[src/rtl/dbgmb_pkg.sv]
package dbgmb_pkg;
  localparam int DATA_W = 32;
  localparam int CHAN_W = 4;

  // Fixed word addresses on the core port
  localparam int STAT_WORD = 0;
  localparam int RXD_WORD  = 1;

  // Status bit positions (decoded by software)
  localparam int ST_TXF = 0;
  localparam int ST_TXE = 1;
  localparam int ST_RXF = 2;
  localparam int ST_RXE = 3;
  localparam int ST_CH_LO = 4;

  typedef struct packed {
    logic [DATA_W-1:0] data;
    logic [CHAN_W-1:0] chan;
  } mb_entry_t;

  typedef enum logic [1:0] {
    RSEL_NONE = 2'd0,
    RSEL_STAT = 2'd1,
    RSEL_RXD  = 2'd2
  } rsel_e;
endpackage

[src/rtl/dbgmb_fifo.sv]
module dbgmb_fifo #(
  parameter int DEPTH = 8,
  parameter int WIDTH = 36
) (
  input  logic             clk,
  input  logic             rst,
  input  logic             push,
  input  logic [WIDTH-1:0] push_data,
  input  logic             pop,
  output logic [WIDTH-1:0] head,
  output logic             empty,
  output logic             full
);
  localparam int PTR_W = (DEPTH > 1) ? $clog2(DEPTH) : 1;
  localparam int CNT_W = $clog2(DEPTH + 1);
  localparam logic [PTR_W-1:0] LAST = PTR_W'(DEPTH - 1);
  localparam logic [CNT_W-1:0] CNT_FULL = CNT_W'(DEPTH);

  logic [WIDTH-1:0] mem [DEPTH];
  logic [PTR_W-1:0] wr_ptr, rd_ptr;
  logic [CNT_W-1:0] cnt, cnt_nxt;
  logic             empty_q, full_q;
  logic             do_push, do_pop;

  assign do_push = push && !full_q;
  assign do_pop  = pop && !empty_q;

  function automatic logic [PTR_W-1:0] step(input logic [PTR_W-1:0] p);
    return (p == LAST) ? '0 : p + 1'b1;
  endfunction

  // Storage without reset so it can map onto RAM
  always_ff @(posedge clk) begin
    if (do_push) mem[wr_ptr] <= push_data;
  end

  always_comb begin
    cnt_nxt = cnt;
    unique case ({do_push, do_pop})
      2'b10:   cnt_nxt = cnt + 1'b1;
      2'b01:   cnt_nxt = cnt - 1'b1;
      default: cnt_nxt = cnt;
    endcase
  end

  always_ff @(posedge clk) begin
    if (rst) begin
      wr_ptr  <= '0;
      rd_ptr  <= '0;
      cnt     <= '0;
      empty_q <= 1'b1;
      full_q  <= 1'b0;
    end else begin
      if (do_push) wr_ptr <= step(wr_ptr);
      if (do_pop)  rd_ptr <= step(rd_ptr);
      cnt     <= cnt_nxt;
      empty_q <= (cnt_nxt == '0);
      full_q  <= (cnt_nxt == CNT_FULL);
    end
  end

  assign head  = mem[rd_ptr];
  assign empty = empty_q;
  assign full  = full_q;
endmodule

[src/rtl/dbgmb_decode.sv]
module dbgmb_decode
  import dbgmb_pkg::*;
#(
  parameter int ADDR_W = 5
) (
  input  logic [ADDR_W-1:0] addr,
  input  logic              wr,
  input  logic              rd,
  output logic              tx_push,
  output logic [CHAN_W-1:0] tx_chan,
  output logic              rx_pop,
  output rsel_e             rsel
);
  localparam int HI_W = ADDR_W - CHAN_W;

  logic tx_hit;
  assign tx_hit  = (addr[ADDR_W-1:CHAN_W] == HI_W'(1));
  assign tx_push = wr && tx_hit;
  assign tx_chan = addr[CHAN_W-1:0];

  always_comb begin
    rsel = RSEL_NONE;
    if (addr == ADDR_W'(STAT_WORD))     rsel = RSEL_STAT;
    else if (addr == ADDR_W'(RXD_WORD)) rsel = RSEL_RXD;
  end

  assign rx_pop = rd && (rsel == RSEL_RXD);
endmodule

[src/rtl/dbgmb_rdport.sv]
module dbgmb_rdport
  import dbgmb_pkg::*;
(
  input  logic              clk,
  input  logic              rst,
  input  logic              rd,
  input  rsel_e             rsel,
  input  logic [DATA_W-1:0] stat_word,
  input  logic [DATA_W-1:0] rx_head_data,
  input  logic              rx_empty,
  output logic [DATA_W-1:0] rdata,
  output logic              rvalid
);
  logic [DATA_W-1:0] rdata_nxt;

  always_comb begin
    unique case (rsel)
      RSEL_STAT: rdata_nxt = stat_word;
      RSEL_RXD:  rdata_nxt = rx_empty ? '0 : rx_head_data;
      default:   rdata_nxt = '0;
    endcase
  end

  always_ff @(posedge clk) begin
    if (rst) begin
      rdata  <= '0;
      rvalid <= 1'b0;
    end else begin
      rvalid <= rd;
      rdata  <= rd ? rdata_nxt : '0;
    end
  end
endmodule

[src/rtl/dbg_mailbox.sv]
module dbg_mailbox
  import dbgmb_pkg::*;
#(
  parameter int ADDR_W   = 5,
  parameter int TX_DEPTH = 8,
  parameter int RX_DEPTH = 8
) (
  input  logic              clk,
  input  logic              rst,
  input  logic [ADDR_W-1:0] bus_addr,
  input  logic              bus_wr,
  input  logic [31:0]       bus_wdata,
  input  logic              bus_rd,
  output logic [31:0]       bus_rdata,
  output logic              bus_rvalid,
  input  logic              probe_rx_valid,
  output logic              probe_rx_ready,
  input  logic [31:0]       probe_rx_data,
  input  logic [3:0]        probe_rx_chan,
  output logic              probe_tx_valid,
  input  logic              probe_tx_ready,
  output logic [31:0]       probe_tx_data,
  output logic [3:0]        probe_tx_chan
);
  localparam int ENT_W = $bits(mb_entry_t);

  logic              tx_push, rx_pop;
  logic [CHAN_W-1:0] tx_chan;
  rsel_e             rsel;
  mb_entry_t         tx_in, tx_head, rx_in, rx_head;
  logic              tx_empty, tx_full, rx_empty, rx_full;
  logic [DATA_W-1:0] stat_word;

  dbgmb_decode #(.ADDR_W(ADDR_W)) u_dec (
    .addr    (bus_addr),
    .wr      (bus_wr),
    .rd      (bus_rd),
    .tx_push (tx_push),
    .tx_chan (tx_chan),
    .rx_pop  (rx_pop),
    .rsel    (rsel)
  );

  assign tx_in = '{data: bus_wdata, chan: tx_chan};
  assign rx_in = '{data: probe_rx_data, chan: probe_rx_chan};

  dbgmb_fifo #(.DEPTH(TX_DEPTH), .WIDTH(ENT_W)) u_txq (
    .clk       (clk),
    .rst       (rst),
    .push      (tx_push),
    .push_data (tx_in),
    .pop       (probe_tx_ready),
    .head      (tx_head),
    .empty     (tx_empty),
    .full      (tx_full)
  );

  dbgmb_fifo #(.DEPTH(RX_DEPTH), .WIDTH(ENT_W)) u_rxq (
    .clk       (clk),
    .rst       (rst),
    .push      (probe_rx_valid),
    .push_data (rx_in),
    .pop       (rx_pop),
    .head      (rx_head),
    .empty     (rx_empty),
    .full      (rx_full)
  );

  always_comb begin
    stat_word = '0;
    stat_word[ST_TXF] = tx_full;
    stat_word[ST_TXE] = tx_empty;
    stat_word[ST_RXF] = rx_full;
    stat_word[ST_RXE] = rx_empty;
    stat_word[ST_CH_LO +: CHAN_W] = rx_empty ? '0 : rx_head.chan;
  end

  dbgmb_rdport u_rd (
    .clk          (clk),
    .rst          (rst),
    .rd           (bus_rd),
    .rsel         (rsel),
    .stat_word    (stat_word),
    .rx_head_data (rx_head.data),
    .rx_empty     (rx_empty),
    .rdata        (bus_rdata),
    .rvalid       (bus_rvalid)
  );

  assign probe_rx_ready = !rx_full;
  assign probe_tx_valid = !tx_empty;
  assign probe_tx_data  = tx_head.data;
  assign probe_tx_chan  = tx_head.chan;
endmodule

[config.mk]
export PLATFORM = sky130hd
export DESIGN_NAME = dbg_mailbox
export DESIGN_NICKNAME = d
export VERILOG_FILES = /design/src/rtl/dbgmb_pkg.sv /design/src/rtl/dbgmb_fifo.sv /design/src/rtl/dbgmb_decode.sv /design/src/rtl/dbgmb_rdport.sv /design/src/rtl/dbg_mailbox.sv
export SDC_FILE = /design/constraint.sdc
export NUM_CORES = 1
export LEC_CHECK = 0
export BUFFER_PORTS_ARGS = -buffer_cell sky130_fd_sc_hd__buf_2
export CORE_MARGIN = 2
export CORE_UTILIZATION = 34
export CTS_CLUSTER_DIAMETER = 40
export DETAILED_ROUTE_END_ITERATION = 8
export PLACE_DENSITY_LB_ADDON = 0.12
export SYNTH_ARGS = -nofsm -noshare
export SYNTH_HDL_FRONTEND = slang
export SYNTH_HIERARCHICAL = 1
export SYNTH_SLANG_ARGS = --single-unit
export TNS_END_PERCENT = 1
[constraint.sdc]
create_clock -name clk -period 5 [get_ports clk]
set_input_delay 0.25 -clock clk [delete_from_list [all_inputs] [get_ports clk]]
set_output_delay 0.25 -clock clk [all_outputs]
set_load 0.02 [all_outputs]
==> results of run 1 <==
## final cells by class
class | instances | share of cell area [%]
Clock buffer | 114 | 8.71
Timing Repair Buffer | 251 | 5.62
Multi-Input combinational cell | 482 | 18.9
Clock inverter | 84 | 2.97
Inverter | 8 | 0.0968
Tap cell | 950 | 3.83
Sequential cell | 639 | 59.9
## per-stage QoR
stage / worst slack (ns) / utilization [%]
5_1_grt: 1.34 / 43.3
3_5_place_dp: 2.16 / 37.2
4_1_cts: 1.45 / 43.3
3_3_place_gp: 2.21 / 37.2
2_1_floorplan: 0.218 / -
6_report: 1.62 / 43.3
## report_power, final
group | internal (µW) | total (µW) | switching (µW)
clock | 4490 | 7160 | 2660
sequential | 5930 | 6010 | 87.6
combinational | 378 | 769 | 391
total | 10800 | 13900 | 3140
## layout by cell type, fill, tap and decap left out, types with 9 or more instances in the layout
cell           instances
nand2_1               51
mux4_2               144
nor3_1                 9
a21oi_1               20
clkinv_4              18
nand3b_1              36
a21oi_2               27
nor2_1                13
ha_1                  14
inv_6                  9
edfxtp_1             576
mux2_2                72
bufinv_16             10
buf_4                 25
clkinv_2              13
clkinvlp_4            13
clkinv_1              14
buf_2                149
clkbuf_16            106
nand2b_1              10
conb_1                24
dfxtp_1               57
dlygate4sd3_1         73
## worst paths after layout
kind,slack (ns),from,to,cells past startpoint
min reg2reg,0.47,u_txq/rd_ptr[1]$_SDFFE_PP0P_,flip-flop,2
min,0.09,rst,u_rd/rvalid$_SDFF_PP0_,2
max reg2reg,2.31,u_rxq/empty$_SDFF_PP1_,u_rxq/full$_SDFF_PP0_,9
max,1.62,flip-flop,probe_tx_data[18],4
## sequential cells by signal, summed over array words and instances, names as in the netlist, named ones only
signal and count:
u_txq/wr_ptr 3, u_txq/cnt 4, u_txq/full 1, u_txq/rd_ptr 3, u_rd/rdata 32, u_rxq/wr_ptr 3, u_rxq/mem 288, u_rxq/cnt 4
u_txq/mem 288, u_rxq/empty 1, u_rxq/rd_ptr 3, u_rd/rvalid 1, u_rxq/full 1, u_txq/empty 1
## layer usage
layer | up-vias | part of all wire, % | GRT usage, %
met5 | - | 0.082 | 0
met2 | 267 | 51 | 26.7
li1 | 5438 | - | -
met4 | 8 | 1.9 | 4.47
met1 | 6354 | 42 | 18.8
met3 | 87 | 4.9 | 3.34
## timing repair
action | 4_1_cts | 5_1_grt
resized for setup | 0 | 0
endpoints found under the hold margin | 577 | 0
hold buffers | 73 | 0
buffers inserted | 0 | 0
## kinds of logic after synthesis
logic type               synth area share [%]
AND/OR/NAND/NOR                          3.54
XOR/XNOR                                0.214
multiplexers                             16.6
AO/OA/AOI/OAI                            2.01
flip-flops                               75.4
other                                  0.0152
buffers and inverters                    1.55
adder cells (fa/ha/maj)                 0.712
## worst max-delay path: cells and delay by family (launching register included)
family / cells / cell delay (ns)
muxes: 2 / 0.82
buffers and inverters: 2 / 0.61
DFF: 1 / 0.99
==> impl_metrics.toml, run 1 <==
[route]
vias = 12154
drc = 0
drt-vias-per-instance = 4.81
drt_iter0_drc = 646
first_pass_iters = 4
wire_per_inst_um = 22.1
wl_um = 55800
postRouteAntennaNets = 0

[sta]
clock.fmax_ghz = 0.296
hold_viol_final = 0
rsz0062_at_grt = "false"
maxSlewViolCount = 0
fin_crit_ns = 3.38
tns_ns = 0
setup-violations-final = 0
whs_ns = 0.0896
slew-limit-headroom_pct = 27.1
worstMarginPinSlew_ns = 1.09
fin_skew_ns = 0.0490
min_period_over_period_pct = 67.6

[synthesis]
yosys_register_bits = 639
synth_area_um2 = 24600
synthDistinctLibCells = 42
synth_ff_type = "edfxtp_1"
synth_edf_count = 576
yosys.area.top_type = "edfxtp_1"
synthTopCellsByArea = "edfxtp_1, mux4_2, dfxtp_1"
yosys_warnings = 6
synth.most_common_cell = "edfxtp_1"
synthCells = 1171
synth.avg_cell_area_um2 = 21.0
synth_top_cell_area_share_pct = 70.3
yosys-top-cells-count = "edfxtp_1, mux4_2, mux2_2"
yosysSeqAreaShare_pct = 75.4
async_flop_share_pct = 0

[clock_network]
cts_buffer_depth = 3
root_buffer = "clkbuf_16"
cts_buffers = 105
clk_latency_ns = 0.65
cts.reportedPaths.clkPinSlew_ns = 0.06
cts_tree = "yes"
clock-sinks = 639
htree_levels = 3

[worst_setup_path]
critical_path_arrival_ns = 3.13
critPathMaxStageDelay_ns = 0.99
slowest_stage = "dfxtp_4"
cp_max_fo = 45
critPathLaunchType = "flip-flop"
worst_setup_path_end_kind = "primary output"
path_class = "reg2out"
crit_path_cell_trace = "buf_4, mux4_2, mux2_2, buf_2"
critPathRequiredTime_ns = 4.75

[min_path]
holdCritPathClass = "in2reg"

[finish]
multi_input_comb_area_um2 = 5860
fillerInstances = 6306
drive_gt1_share_pct = 40.3
antenna_cells = 0
seqCellArea_um2 = 18600
syn_to_final_growth_pct = 26.0
layout.nets = 1580
instances_no_fill = 2528
fin_area_um2 = 31000

[place]
portBuffers = 149
gp_congestion = 0.689
post-place-cells = 2257
dpl_cell_area_um2 = 26700
place_hpwl_um = 29200

[job]
cap_violations = 0

[floorplanning]
initial_core_util_pct = 34.4
die_area_um2 = 74600
core_um2 = 71600
row_count = 98
io_pins = 150
die_w_um = 273
die_h_um = 273

[pwr]
power_density_nw_per_um2 = 449
p_leak_uw = 0.0101
total_power_uw = 13900
ir_drop_uv = 370

[global_route]
track_usage_pct = 15.2
antenna_found_initial = 4
grt_pass1_vias = 13262
grt.overflow.total = 0
grt_pass1_wl_um = 84100
grt_max_degree = 50

[status]
status = "finished clean"
(Power assumes the default switching activity.)
==> inputs of run 2 (changes only) <==
Clock period 5 ns to 3 ns, I/O delays scaled along.
==> impl_metrics.toml, run 2 (synthesized netlist as in run 1, its figures left out) <==
[job]
cap_violations = 0

[sta]
fin_crit_ns = 2.77
worst_slack_ns = 0.234
setup-violations-final = 0
slew-limit-headroom_pct = 50.0
worstMarginPinSlew_ns = 0.750
min_period_over_period_pct = 92.2
rsz0062_at_grt = "false"
fin_skew_ns = 0.0475
clock.fmax_ghz = 0.361
hold_viol_final = 0
maxSlewViolCount = 0

[global_route]
antenna_found_initial = 4
grt_pass1_vias = 13308
grt_max_degree = 61
grt.overflow.total = 0
track_usage_pct = 15.0
grt_pass1_wl_um = 83200

[floorplanning]
initial_core_util_pct = 34.4
core_um2 = 71600
io_pins = 150
die_h_um = 273
row_count = 98
die_area_um2 = 74600
die_w_um = 273

[route]
drt-vias-per-instance = 4.79
wire_per_inst_um = 21.7
vias = 12201
wl_um = 55200
drt_iter0_drc = 631
postRouteAntennaNets = 0
drc = 0
first_pass_iters = 5

[clock_network]
cts_setup_buffers = 0
clock-sinks = 639
clk_latency_ns = 0.65
cts_buffers = 106
root_buffer = "clkbuf_16"
cts.reportedPaths.clkPinSlew_ns = 0.05
cts_buffer_depth = 3
cts_resized = 0
htree_levels = 3
cts_tree = "yes"

[finish]
layout.nets = 1595
drive_gt1_share_pct = 41.0
fillerInstances = 6255
syn_to_final_growth_pct = 28.3
final_common_cell = "edfxtp_1"
largestRegisters = "u_rxq/mem x288, u_txq/mem x288, u_rd/rdata x32"
final_cell_mix = "edfxtp_1, buf_2, mux4_2, clkbuf_16, dlygate4sd3_1"
instances_no_fill = 2547

[worst_setup_path]
critPathLaunchType = "flip-flop"
slowest_stage = "dfxtp_4"
critPathMaxStageDelay_ns = 0.63
path_class = "reg2out"
cp_max_fo = 29
crit_cells = 4
reg2reg_slack_ns = 0.42
ff2ff_path_depth = 10
crit_path_cell_trace = "buf_12, mux4_2, mux2_2, buf_2"
worstSetupEndpoint = "probe_tx_data[14]"
worst_setup_path_end_kind = "primary output"
critPathRequiredTime_ns = 2.85
crit_family = "multiplexers"
critPathBufInv = 2
critical_path_arrival_ns = 2.62
worstReg2RegEnd = "u_rxq/full$_SDFF_PP0_"
timing.rr.start = "u_rxq/full$_SDFF_PP0_"

[place]
gp_congestion = 0.680
place_hpwl_um = 28700
post-place-cells = 2268
dp_worst_setup_slack_ns = 0.345
portBuffers = 149

[pwr]
power_density_nw_per_um2 = 762
ir_drop_uv = 553
p_leak_uw = 0.0103

[min_path]
holdCritPathClass = "in2reg"
holdCritStartpoint = "probe_tx_ready"

[status]
status = "finished clean"
==> run 2: changes by cell type in the layout (fill, tap and decap cells not counted), moves of 3 or more <==
cell	before	now
buf_12	4	22
bufinv_16	10	19
clkinv_1	14	5
clkinv_4	18	10
buf_4	25	18
clkbuf_1	6	12
clkinv_2	13	16
dlygate4sd3_1	73	76
inv_6	9	12
==> run 2: area by class of cell <==
type	instances	area [µm²]	share of cell area (%)
multi-input cells	482	5870	18.6
well taps	950	1190	3.76
clock inverters	83	1120	3.53
inverters	8	30.0	0.0951
diodes	1	2.50	0.00792
flip-flops and latches	639	18600	58.8
clock buffers	119	2710	8.59
repair buffers	265	2080	6.59
==> run 2: per-layer routing <==
layer	part of all wire (%)	global-route usage (%)
met5	0.069	0
met4	1.9	4.49
met3	4.8	3.47
met2	52	26.7
met1	41	18.1
==> run 2: how the worst min path moves through the flow <==
| stage | to | slack [ns] | cells after the start |
|---|---|---|---|
| final | flip-flop | 0.04 | 5 |
| after global routing | flip-flop | 0.07 | 5 |
| after CTS | flip-flop | 0.01 | 5 |
| after detailed placement | u_rd/rvalid$_SDFF_PP0_ | 0.42 | 2 |
| after global placement | u_rd/rvalid$_SDFF_PP0_ | 0.41 | 2 |
| after floorplan | flip-flop | 0.22 | 1 |
==> run 2: worst register-to-register path, cell delays in order, from the launching register on <==
cell and delay (ns):
dfxtp_1 0.36, and2b_2 0.29, inv_1 0.37, nand2_1 0.12
xnor2_1 0.15, ha_1 0.19, a21oi_1 0.15, a21boi_0 0.20
nor3_1 0.08, xnor2_1 0.25, nor4bb_1 0.31
==> run 2: through the flow <==
step           total power, µW  utilization [%]  area, µm²  hold WS [ns]  setup TNS [ns]
6_report                 24100             44.1      31600        0.0434               0
5_1_grt                  24900             44.1      31600        0.0662               0
4_1_cts                  24400             44.1      31600        0.0117               0
3_5_place_dp             11500             37.7      27000         0.415               0
3_3_place_gp             11500             37.7      27000         0.411               0
2_1_floorplan            11000                -      24700         0.219         -243.11
==> run 2: what timing repair did <==
item,4_1_cts,5_1_grt
endpoints found under the hold margin,597,0
setup endpoints to repair,0,0
hold buffers,76,0
==> run 2: power by group <==
group | internal [µW] | leakage [µW] | switching, µW
Sequential | 9870 | 0.00573 | 98.7
Combinational | 666 | 0.00275 | 703
Clock | 8260 | 0.00183 | 4460
